$ cat src/rtl/pkt_rx_pkg.sv
package pkt_rx_pkg;
  typedef enum logic [2:0] {
    RX_IDLE,
    RX_ADDR,
    RX_DATA,
    RX_ACK,
    RX_SKIP
  } rx_state_e;
endpackage

$ cat src/rtl/line_sync.sv
module line_sync #(
  parameter int   STAGES  = 2,
  parameter logic RST_VAL = 1'b1
) (
  input  logic clk,
  input  logic rst_n,
  input  logic din,
  output logic lvl,
  output logic prev
);
  logic [STAGES:0] sh;

  always_ff @(posedge clk or negedge rst_n) begin
    if (!rst_n) sh <= {(STAGES+1){RST_VAL}};
    else        sh <= {sh[STAGES-1:0], din};
  end

  assign lvl  = sh[STAGES-1];
  assign prev = sh[STAGES];
endmodule

$ cat src/rtl/i2c_byte_rx.sv
module i2c_byte_rx import pkt_rx_pkg::*; #(
  parameter logic [6:0] DEV_ADDR = 7'h19
) (
  input  logic       clk,
  input  logic       rst_n,
  input  logic       scl_lvl,
  input  logic       scl_rise,
  input  logic       scl_fall,
  input  logic       sda_lvl,
  input  logic       start_ev,
  input  logic       stop_ev,
  output logic       sda_oe,
  output logic       addr_hit,
  output logic       byte_stb,
  output logic [7:0] byte_val
);
  localparam logic [7:0] ADDR_BYTE = {DEV_ADDR, 1'b0};

  rx_state_e  state;
  logic [2:0] bit_cnt;
  logic [7:0] shreg;
  logic [7:0] next_sh;
  logic       ack_drv;
  logic       hit;

  assign next_sh = {shreg[6:0], sda_lvl};

  always_ff @(posedge clk or negedge rst_n) begin
    if (!rst_n) begin
      state    <= RX_IDLE;
      bit_cnt  <= '0;
      shreg    <= '0;
      ack_drv  <= 1'b0;
      hit      <= 1'b0;
      byte_stb <= 1'b0;
    end else begin
      byte_stb <= 1'b0;
      if (start_ev) begin
        state   <= RX_ADDR;
        bit_cnt <= '0;
        ack_drv <= 1'b0;
        hit     <= 1'b0;
      end else if (stop_ev) begin
        state   <= RX_IDLE;
        ack_drv <= 1'b0;
      end else begin
        case (state)
          RX_ADDR, RX_DATA: begin
            if (scl_rise) begin
              shreg   <= next_sh;
              bit_cnt <= bit_cnt + 3'd1;
              if (bit_cnt == 3'd7) begin
                if (state == RX_ADDR) begin
                  if (next_sh == ADDR_BYTE) begin
                    hit   <= 1'b1;
                    state <= RX_ACK;
                  end else begin
                    state <= RX_SKIP;
                  end
                end else begin
                  byte_stb <= 1'b1;
                  state    <= RX_ACK;
                end
              end
            end
          end
          RX_ACK: begin
            if (scl_fall) begin
              if (!ack_drv) begin
                ack_drv <= 1'b1;
              end else begin
                ack_drv <= 1'b0;
                bit_cnt <= '0;
                state   <= RX_DATA;
              end
            end
          end
          default: ;
        endcase
      end
    end
  end

  assign sda_oe   = ack_drv;
  assign addr_hit = hit;
  assign byte_val = shreg;


  oe_scl_low_chk: assert property (@(posedge clk) disable iff (!rst_n)
    !$stable(ack_drv) |-> !scl_lvl);

  ack_needs_hit_chk: assert property (@(posedge clk) disable iff (!rst_n)
    ack_drv |-> hit);
endmodule

$ cat src/rtl/pkt_store.sv
module pkt_store #(
  parameter int NBYTES = 9
) (
  input  logic              clk,
  input  logic              rst_n,
  input  logic              clear,
  input  logic              byte_stb,
  input  logic [7:0]        byte_val,
  input  logic              addr_hit,
  input  logic              frame_end,
  input  logic              ready,
  output logic              valid,
  output logic [NBYTES*8-1:0] data,
  output logic              err
);
  localparam int CW = $clog2(NBYTES + 2);
  localparam logic [CW-1:0] FULL = CW'(NBYTES);
  localparam logic [CW-1:0] OVER = CW'(NBYTES + 1);

  logic [CW-1:0] cnt;
  logic [7:0]    slot [NBYTES];
  logic          busy;

  assign busy = valid && !ready;

  always_ff @(posedge clk or negedge rst_n) begin
    if (!rst_n)                         cnt <= '0;
    else if (clear)                     cnt <= '0;
    else if (byte_stb && cnt != OVER)   cnt <= cnt + 1'b1;
  end

  for (genvar g = 0; g < NBYTES; g++) begin : g_slot
    always_ff @(posedge clk or negedge rst_n) begin
      if (!rst_n)                             slot[g] <= '0;
      else if (byte_stb && cnt == CW'(g))     slot[g] <= byte_val;
    end
  end

  always_ff @(posedge clk or negedge rst_n) begin
    if (!rst_n) begin
      valid <= 1'b0;
      data  <= '0;
      err   <= 1'b0;
    end else begin
      err <= 1'b0;
      if (valid && ready) valid <= 1'b0;
      if (frame_end) begin
        if (cnt == FULL && addr_hit && !busy) begin
          valid <= 1'b1;
          for (int i = 0; i < NBYTES; i++) data[i*8 +: 8] <= slot[i];
        end else begin
          err <= 1'b1;
        end
      end
    end
  end


  hold_stable_chk: assert property (@(posedge clk) disable iff (!rst_n)
    (valid && !ready) |=> (valid && $stable(data)));

  err_one_cycle_chk: assert property (@(posedge clk) disable iff (!rst_n)
    err |=> !err);

  full_count_chk: assert property (@(posedge clk) disable iff (!rst_n)
    $rose(valid) |-> ($past(cnt) == FULL));
endmodule

$ cat src/rtl/i2c_pkt_rx.sv
module i2c_pkt_rx #(
  parameter logic [6:0] DEV_ADDR    = 7'h19,
  parameter int         PKT_BYTES   = 9,
  parameter int         SYNC_STAGES = 2
) (
  input  logic                   clk,
  input  logic                   rst_n,
  input  logic                   scl_i,
  input  logic                   sda_i,
  output logic                   sda_oe,
  input  logic                   int_i,
  output logic                   pkt_valid,
  input  logic                   pkt_ready,
  output logic [PKT_BYTES*8-1:0] pkt_data,
  output logic                   pkt_err
);
  localparam int          NLINES   = 3;
  localparam logic [2:0]  IDLE_LVL = 3'b011;

  logic [NLINES-1:0] raw, lvl, prev;
  assign raw = {int_i, sda_i, scl_i};

  for (genvar g = 0; g < NLINES; g++) begin : g_sync
    line_sync #(.STAGES(SYNC_STAGES), .RST_VAL(IDLE_LVL[g])) u_sync (
      .clk (clk), .rst_n (rst_n), .din (raw[g]), .lvl (lvl[g]), .prev (prev[g])
    );
  end

  logic scl_lvl, sda_lvl, scl_rise, scl_fall, start_ev, stop_ev, int_fall;
  assign scl_lvl  = lvl[0];
  assign sda_lvl  = lvl[1];
  assign scl_rise = lvl[0] & ~prev[0];
  assign scl_fall = ~lvl[0] & prev[0];
  assign start_ev = lvl[0] & prev[0] & prev[1] & ~lvl[1];
  assign stop_ev  = lvl[0] & prev[0] & ~prev[1] & lvl[1];
  assign int_fall = prev[2] & ~lvl[2];

  logic       addr_hit, byte_stb;
  logic [7:0] byte_val;

  i2c_byte_rx #(.DEV_ADDR(DEV_ADDR)) u_rx (
    .clk      (clk),
    .rst_n    (rst_n),
    .scl_lvl  (scl_lvl),
    .scl_rise (scl_rise),
    .scl_fall (scl_fall),
    .sda_lvl  (sda_lvl),
    .start_ev (start_ev),
    .stop_ev  (stop_ev),
    .sda_oe   (sda_oe),
    .addr_hit (addr_hit),
    .byte_stb (byte_stb),
    .byte_val (byte_val)
  );

  pkt_store #(.NBYTES(PKT_BYTES)) u_store (
    .clk       (clk),
    .rst_n     (rst_n),
    .clear     (start_ev),
    .byte_stb  (byte_stb),
    .byte_val  (byte_val),
    .addr_hit  (addr_hit),
    .frame_end (int_fall),
    .ready     (pkt_ready),
    .valid     (pkt_valid),
    .data      (pkt_data),
    .err       (pkt_err)
  );
endmodule

$ cat config.mk
export PLATFORM = sky130hd
export DESIGN_NAME = i2c_pkt_rx
export DESIGN_NICKNAME = d
export VERILOG_FILES = /design/src/rtl/pkt_rx_pkg.sv /design/src/rtl/line_sync.sv /design/src/rtl/i2c_byte_rx.sv /design/src/rtl/pkt_store.sv /design/src/rtl/i2c_pkt_rx.sv
export SDC_FILE = /design/constraint.sdc
export NUM_CORES = 1
export LEC_CHECK = 0
export BUFFER_PORTS_ARGS = -buffer_cell sky130_fd_sc_hd__buf_2
export CAP_MARGIN = 20
export CORE_MARGIN = 1
export CORE_UTILIZATION = 40
export DETAILED_ROUTE_END_ITERATION = 6
export SLEW_MARGIN = 25
export SYNTH_ARGS = -nofsm -noshare
export SYNTH_HDL_FRONTEND = slang
export SYNTH_HIERARCHICAL = 1
export SYNTH_SLANG_ARGS = --single-unit
export TNS_END_PERCENT = 1
$ cat constraint.sdc
create_clock -name clk -period 3.8 [get_ports clk]
set_input_delay 0.19 -clock clk [delete_from_list [all_inputs] [get_ports clk]]
set_output_delay 0.19 -clock clk [all_outputs]
set_load 0.05 [all_outputs]
# Yosys cells after proc, flatten, opt, wreduce, memory -nomap -nowiden
# Index checks and enable logic that the tools add are counted.
[totals]
reg_bits = 176
in_bits = 6
output_inout_bits = 75
word_cells = 136
[classes]
addsub = 2
eq_ne = 23
muxes = 40
n_bitwise = 15
reduce_logical = 34
[op_table]
columns = ["op", "n"]
rows = [
  ["3-bit two-way mux", 13],
  ["1-bit two-way mux", 23],
  ["4-bit by 3-bit == test with 1-bit output (second input constant)", 4],
  ["1-bit logical AND", 14],
  ["4-bit != test (second input constant)", 3],
  ["3-bit case mux with 2 select lines", 2],
  ["2-bit nonzero test", 6],
  ["5-bit AND reduction", 2],
  ["3-bit nonzero test", 3],
  ["1-bit bitwise AND", 8],
  ["4-bit by 2-bit == test with 1-bit output (second input constant)", 2],
  ["4-bit == test (second input constant)", 2],
  ["8-bit by 6-bit == test with 1-bit output (second input constant)", 1],
  ["4-bit two-way mux", 2],
  ["4-bit by 3-bit != test with 1-bit output (second input constant)", 2],
  ["1-bit NOT", 7],
  ["3-bit by 2-bit == test with 1-bit output (second input constant)", 2],
  ["3-bit != test (second input constant)", 2],
  ["6-bit AND reduction", 1],
  ["4-bit by 1-bit adder with 4-bit output (second input constant)", 1],
  ["4-bit by 1-bit == test with 1-bit output (second input constant)", 1],
  ["4-bit logical NOT", 1],
  ["2-bit AND reduction", 2],
  ["4-bit AND reduction", 1],
  ["8 further kinds", 9],
]

# Logic depth before layout (Yosys ltp)
[logic_depth]
depth_word = 8
mapped_depth = 7
ltp_nobuf = 6

# Cells and area by module
# Netlist, hierarchy kept.
[modules_own_cells]
columns = ["module", "instances", "cells_each", "area_per_inst_um2", "seq_area_each_um2"]
rows = [
  ["pkt_store", 1, 348, 6100.9, 3753.6],
  ["i2c_byte_rx", 1, 75, 838.3, 425.4],
  ["line_sync at g_sync[0].u_sync ...", 2, 3, 78.8, 78.8],
  ["line_sync at g_sync[2].u_sync", 1, 3, 75.1, 75.1],
  ["i2c_pkt_rx", 1, 5, 38.8, 0.0],
]

# Worst setup path after synthesis
# Ideal clock, no wire load.
[synth_timing]
path_type = "register to register"
start = "register g_sync[1].u_sync.sh[1]"
end = "register u_rx.shreg[1], in the netlist u_rx/byte_val[1]"
setup_time_ns = 0.128
arrival_time_ns = 1.704
required_ns = 3.672
path_slack_ns = 1.968
path_stages_with_launch = 6
synth_period_minus_slack_ns = 1.832
cell_sequence = "dfstp_2 > and4b_1 > buf_4 > nor2_1 > nand4_2 > mux2_1"
[synth_via]
elab_chain_cells = 4
[synth_rtl]
columns = ["element", "line_no", "source"]
rows = [
  ["start, declared", "line_sync.sv:11", "logic [STAGES:0] sh;"],
  ["start signal, assigned", "line_sync.sv:14", "if (!rst_n) sh <= {(STAGES+1){RST_VAL}};"],
  ["start signal, assigned", "line_sync.sv:15", "else sh <= {sh[STAGES-1:0], din};"],
  ["1-bit NOT", "i2c_pkt_rx.sv:34", "assign start_ev = lvl[0] & prev[0] & prev[1] & ~lvl[1];"],
  ["1-bit bitwise AND", "i2c_pkt_rx.sv:34", ""],
  ["via start_ev", "i2c_pkt_rx.sv:29", "logic scl_lvl, sda_lvl, scl_rise, scl_fall, start_ev, stop_ev, int_fall;"],
  ["1-bit NOT (no line)", "n/a", ""],
  ["4-bit AND reduction (no line)", "n/a", ""],
  ["end signal, assigned", "i2c_byte_rx.sv:50", "shreg <= next_sh;"],
  ["end, declared", "i2c_byte_rx.sv:21", "logic [7:0] shreg;"],
]
# The timed path passes the listed nets, and every way through them passes these cells.
# A chain may end at the register's enable or synchronous reset.

# Final worst setup path
[layout_timing]
start = "register u_store.cnt[1]"
end = "register u_store.data[71]"
[layout_via]
elab_chain_cells = 4
[layout_rtl]
columns = ["element", "line_no", "source"]
rows = [
  ["start, declared", "pkt_store.sv:20", "logic [CW-1:0] cnt;"],
  ["start signal, assigned", "pkt_store.sv:29", "else if (byte_stb && cnt != OVER) cnt <= cnt + 1'b1;"],
  ["4-bit == test", "pkt_store.sv:48", "if (cnt == FULL && addr_hit && !busy) begin"],
  ["1-bit logical AND (2 in series)", "pkt_store.sv:48", ""],
  ["2-bit AND reduction (no line)", "n/a", ""],
  ["end signal, assigned", "pkt_store.sv:42", "data <= '0;"],
  ["end, declared", "pkt_store.sv:13", "output logic [NBYTES*8-1:0] data,"],
]
# Every way passes these cells.

==> qor.txt <==
Outcome - completed
End of the worst hold path - u_store/valid
Clk slew on worst S/H paths - 60 ps
CP arrival - 2490 ps
Asr flop ratio synth - 100%
Pre-CTS setup slack - 1600 ps
CTS tree - built
Slowest stage delay, CP - 680 ps
Hold path depth - 3
Layout cells sized above 1 - 50.6%
Chip height - 136 um
Largest area contributor in the netlist - dfrtp_1
Adder-cell share of the synthesized area - 1.04%
Largest family of logic cells by synthesized area - multiplexers
Maxcap violations - 0
TritonRoute pass-1 iters - 5
Initial antenna violation count - 0
WL final - 13500 um
Clk_lat worst skew - 430 ps
Worst R2R Setup Slack - 1630 ps
Share of the synthesized area in the top cell type - 59.0%
P_leak - 4.56 nW
Final Worst Setup Slack - 1630 ps
Longest Clk Path Bufs - 2
CP Buf/Inv Count - 2
Syn-to-layout area delta - 16.9%
Hold WS - 110 ps
Row cnt - 48
Vias/cell - 4.91
RR Startpoint - u_store/cnt[1]
GP Congestion - 0.820
Post-Synth Simple-Gate Area - 4.86%
Synth Area in Compound Gates - 1.70%
Req. time, crit path - 4120 ps
H-tree Lvls - 4
Core area - 17500 um^2
Min cycle time layout - 2170 ps
Setup TNS - 0 ps
I/O Buffers - 80
CTS root buffer - clkbuf_16
PwrDens - 502 nW/um^2
Hold Vio Cnt, Final - 0
Grt peak-use layer - met2
Most frequent cells in the layout - dfrtp_1, buf_2, mux2_2
Worst Path Class, Setup - reg2reg
RSZ-0062 raised after global routing - false
Post-synthesis cell area - 7210 um^2
Mux cell area share after synthesis - 27.8%
First-pass GRT wire length - 21900 um
CP Launch Type - flop
Ports - 81
Non-Filler Instances - 764
Placed cells - 728
Post-synthesis sequential area ratio - 61.2%
Syn_area_per_cell - 16.5 um^2
Clock skew - 5.77 ps
Critical path endpoint category - flop
Max Clock Freq - 0.460 GHz
Slew Viols, Final - 0
Ys flop type - dfrtp_1
Crit-path cells - inv_1, ha_1, nand2_1, nand4b_1, buf_4, mux2_2
Avg WL per Cell - 17.6 um
DIE AREA - 18600 um^2
Die extent in x - 136 um
Cell Area, Placed - 7720 um^2
Vias in the first global route - 3993
Peak fanout along the critical path - 48
First DRT Iteration DRCs - 154
Commonest non-fill, non-tap cell in the layout - dfrtp_1
FF-to-FF End - u_store/data[71]
Synth unique cells - 45
Cells after Synth - 437
ANT cells - 0
ANT nets after route - 0
Nets - 538
DR DRC count - 0
Critical path's top delay family - buffers and inverters
DP Wirelength - 8620 um
Final setup violation count - 0
CTS buffer count - 17
Reg2Reg Depth - 6
Worst slew margin - 42.3%
Fin crit share - 57.2%
CTS Sinks - 176
Hold Path Class - in2reg
EDFF count, synth - 0
Cell area after layout - 8430 um^2
GR Util met3 - 3.65%
Min-delay src - pkt_ready
GRT Total Usage - 15.8%
Peak supply drop - 0.000312 V
Ranking of synthesized cells by area - dfrtp_1, mux2_4, mux2_2
Met2 Use GR - 24.6%
Largest net degree at the start of global routing - 105
Initial Utilization - 41.3%
GR met1 Demand/Resource - 21.2%
XOR/XNOR Fraction of Synth Area - 0.364%
Grt total ovfl - 0
Worst Tran Pin Value - 865 ps
Synth Net Count - 449
Routed vias - 3755
Critical-path top delay cell - buf_4
Ys Warns - 6
Synth Register Bits - 176
## report_power, final
group	internal (mW)	leakage (nW)	switching, mW
sequential	1.94	2.42	0.205
combinational	0.0703	1.83	0.0878
clock	1.21	0.313	0.727
## final cells by class
| type | count | area, um^2 |
|---|---|---|
| clock inverter | 12 | 208 |
| clock buffer | 20 | 457 |
| tap | 225 | 282 |
| multi-input combinational | 239 | 2580 |
| fill | 1495 | 9050 |
| sequential | 176 | 4410 |
| inverter | 4 | 15.0 |
| timing repair buffer | 88 | 479 |
## cell usage after synthesis (all sizes together), types with 3 or more instances
library cell and number:
dfrtp 170, mux2 153, buf 18, nand2 12, nor2 9, a21oi 6, dfstp 6, ha 6
nand2b 6, inv 4, nand3 4, nor2b 4, nor3 4, and2 3, nand4 3, nand4b 3
o21a 3, xor2 3
## per-layer routing
metal / vias up / share of wire, %
li1: 1732 / -
met1: 1943 / 47
met2: 65 / 48
met5: - / 0
met3: 15 / 3.4
met4: 0 / 1.5
## sequential cells by signal (all words and copies together) (netlist names)
signal	cells
u_store/data	72
u_store/slot	72
g_sync.u_sync/sh	9
u_rx/byte_val	8
u_store/cnt	4
u_rx/bit_cnt	3
u_rx/state	3
u_rx/addr_hit	1
u_rx/byte_stb	1
u_rx/sda_oe	1
u_store/err	1
u_store/valid	1
## worst min-delay path, cell delays in order
cell,delay (ps)
buf_2,70
nand2b_1,170
nand2_1,60
## kinds of logic after synthesis
logic type	after synthesis
AOI/OAI and AO/OA	18
DFF	176
xor gates and xnor gates	3
buffers and inverters	22
muxes	155
and+or+nand+nor	57
adders and majority gates	6
## metrics by stage
step                      power (mW)  util (%)
after CTS                       4.28      48.2
after global routing            4.39      48.2
after detailed placement        2.34      44.2
after global placement          2.33      44.2
after floorplan                 2.16         -
final                           4.23      48.2
## how the worst max path moves through the flow
stage | to | slack (ps) | depth (start not counted) | start
2_1_floorplan | u_rx/byte_val[1] | 1970 | 5 | g_sync[1].u_sync/sh[1]
3_3_place_gp | u_store/data[71] | 1720 | 6 | u_store/cnt[1]
3_5_place_dp | u_store/data[71] | 1600 | 6 | u_store/cnt[1]
4_1_cts | u_store/data[71] | 1590 | 6 | u_store/cnt[1]
5_1_grt | u_store/data[71] | 1470 | 6 | u_store/cnt[1]
6_report | u_store/data[71] | 1630 | 6 | u_store/cnt[1]
## timing repair
item                                    4_1_cts  5_1_grt
hold endpoints to repair                     99        0
hold buffers                                  4        0
endpoints found under the setup margin        0        0
resized for setup                             0        0
setup buffers                                 0        0
Power figures use the tool's default switching activity.
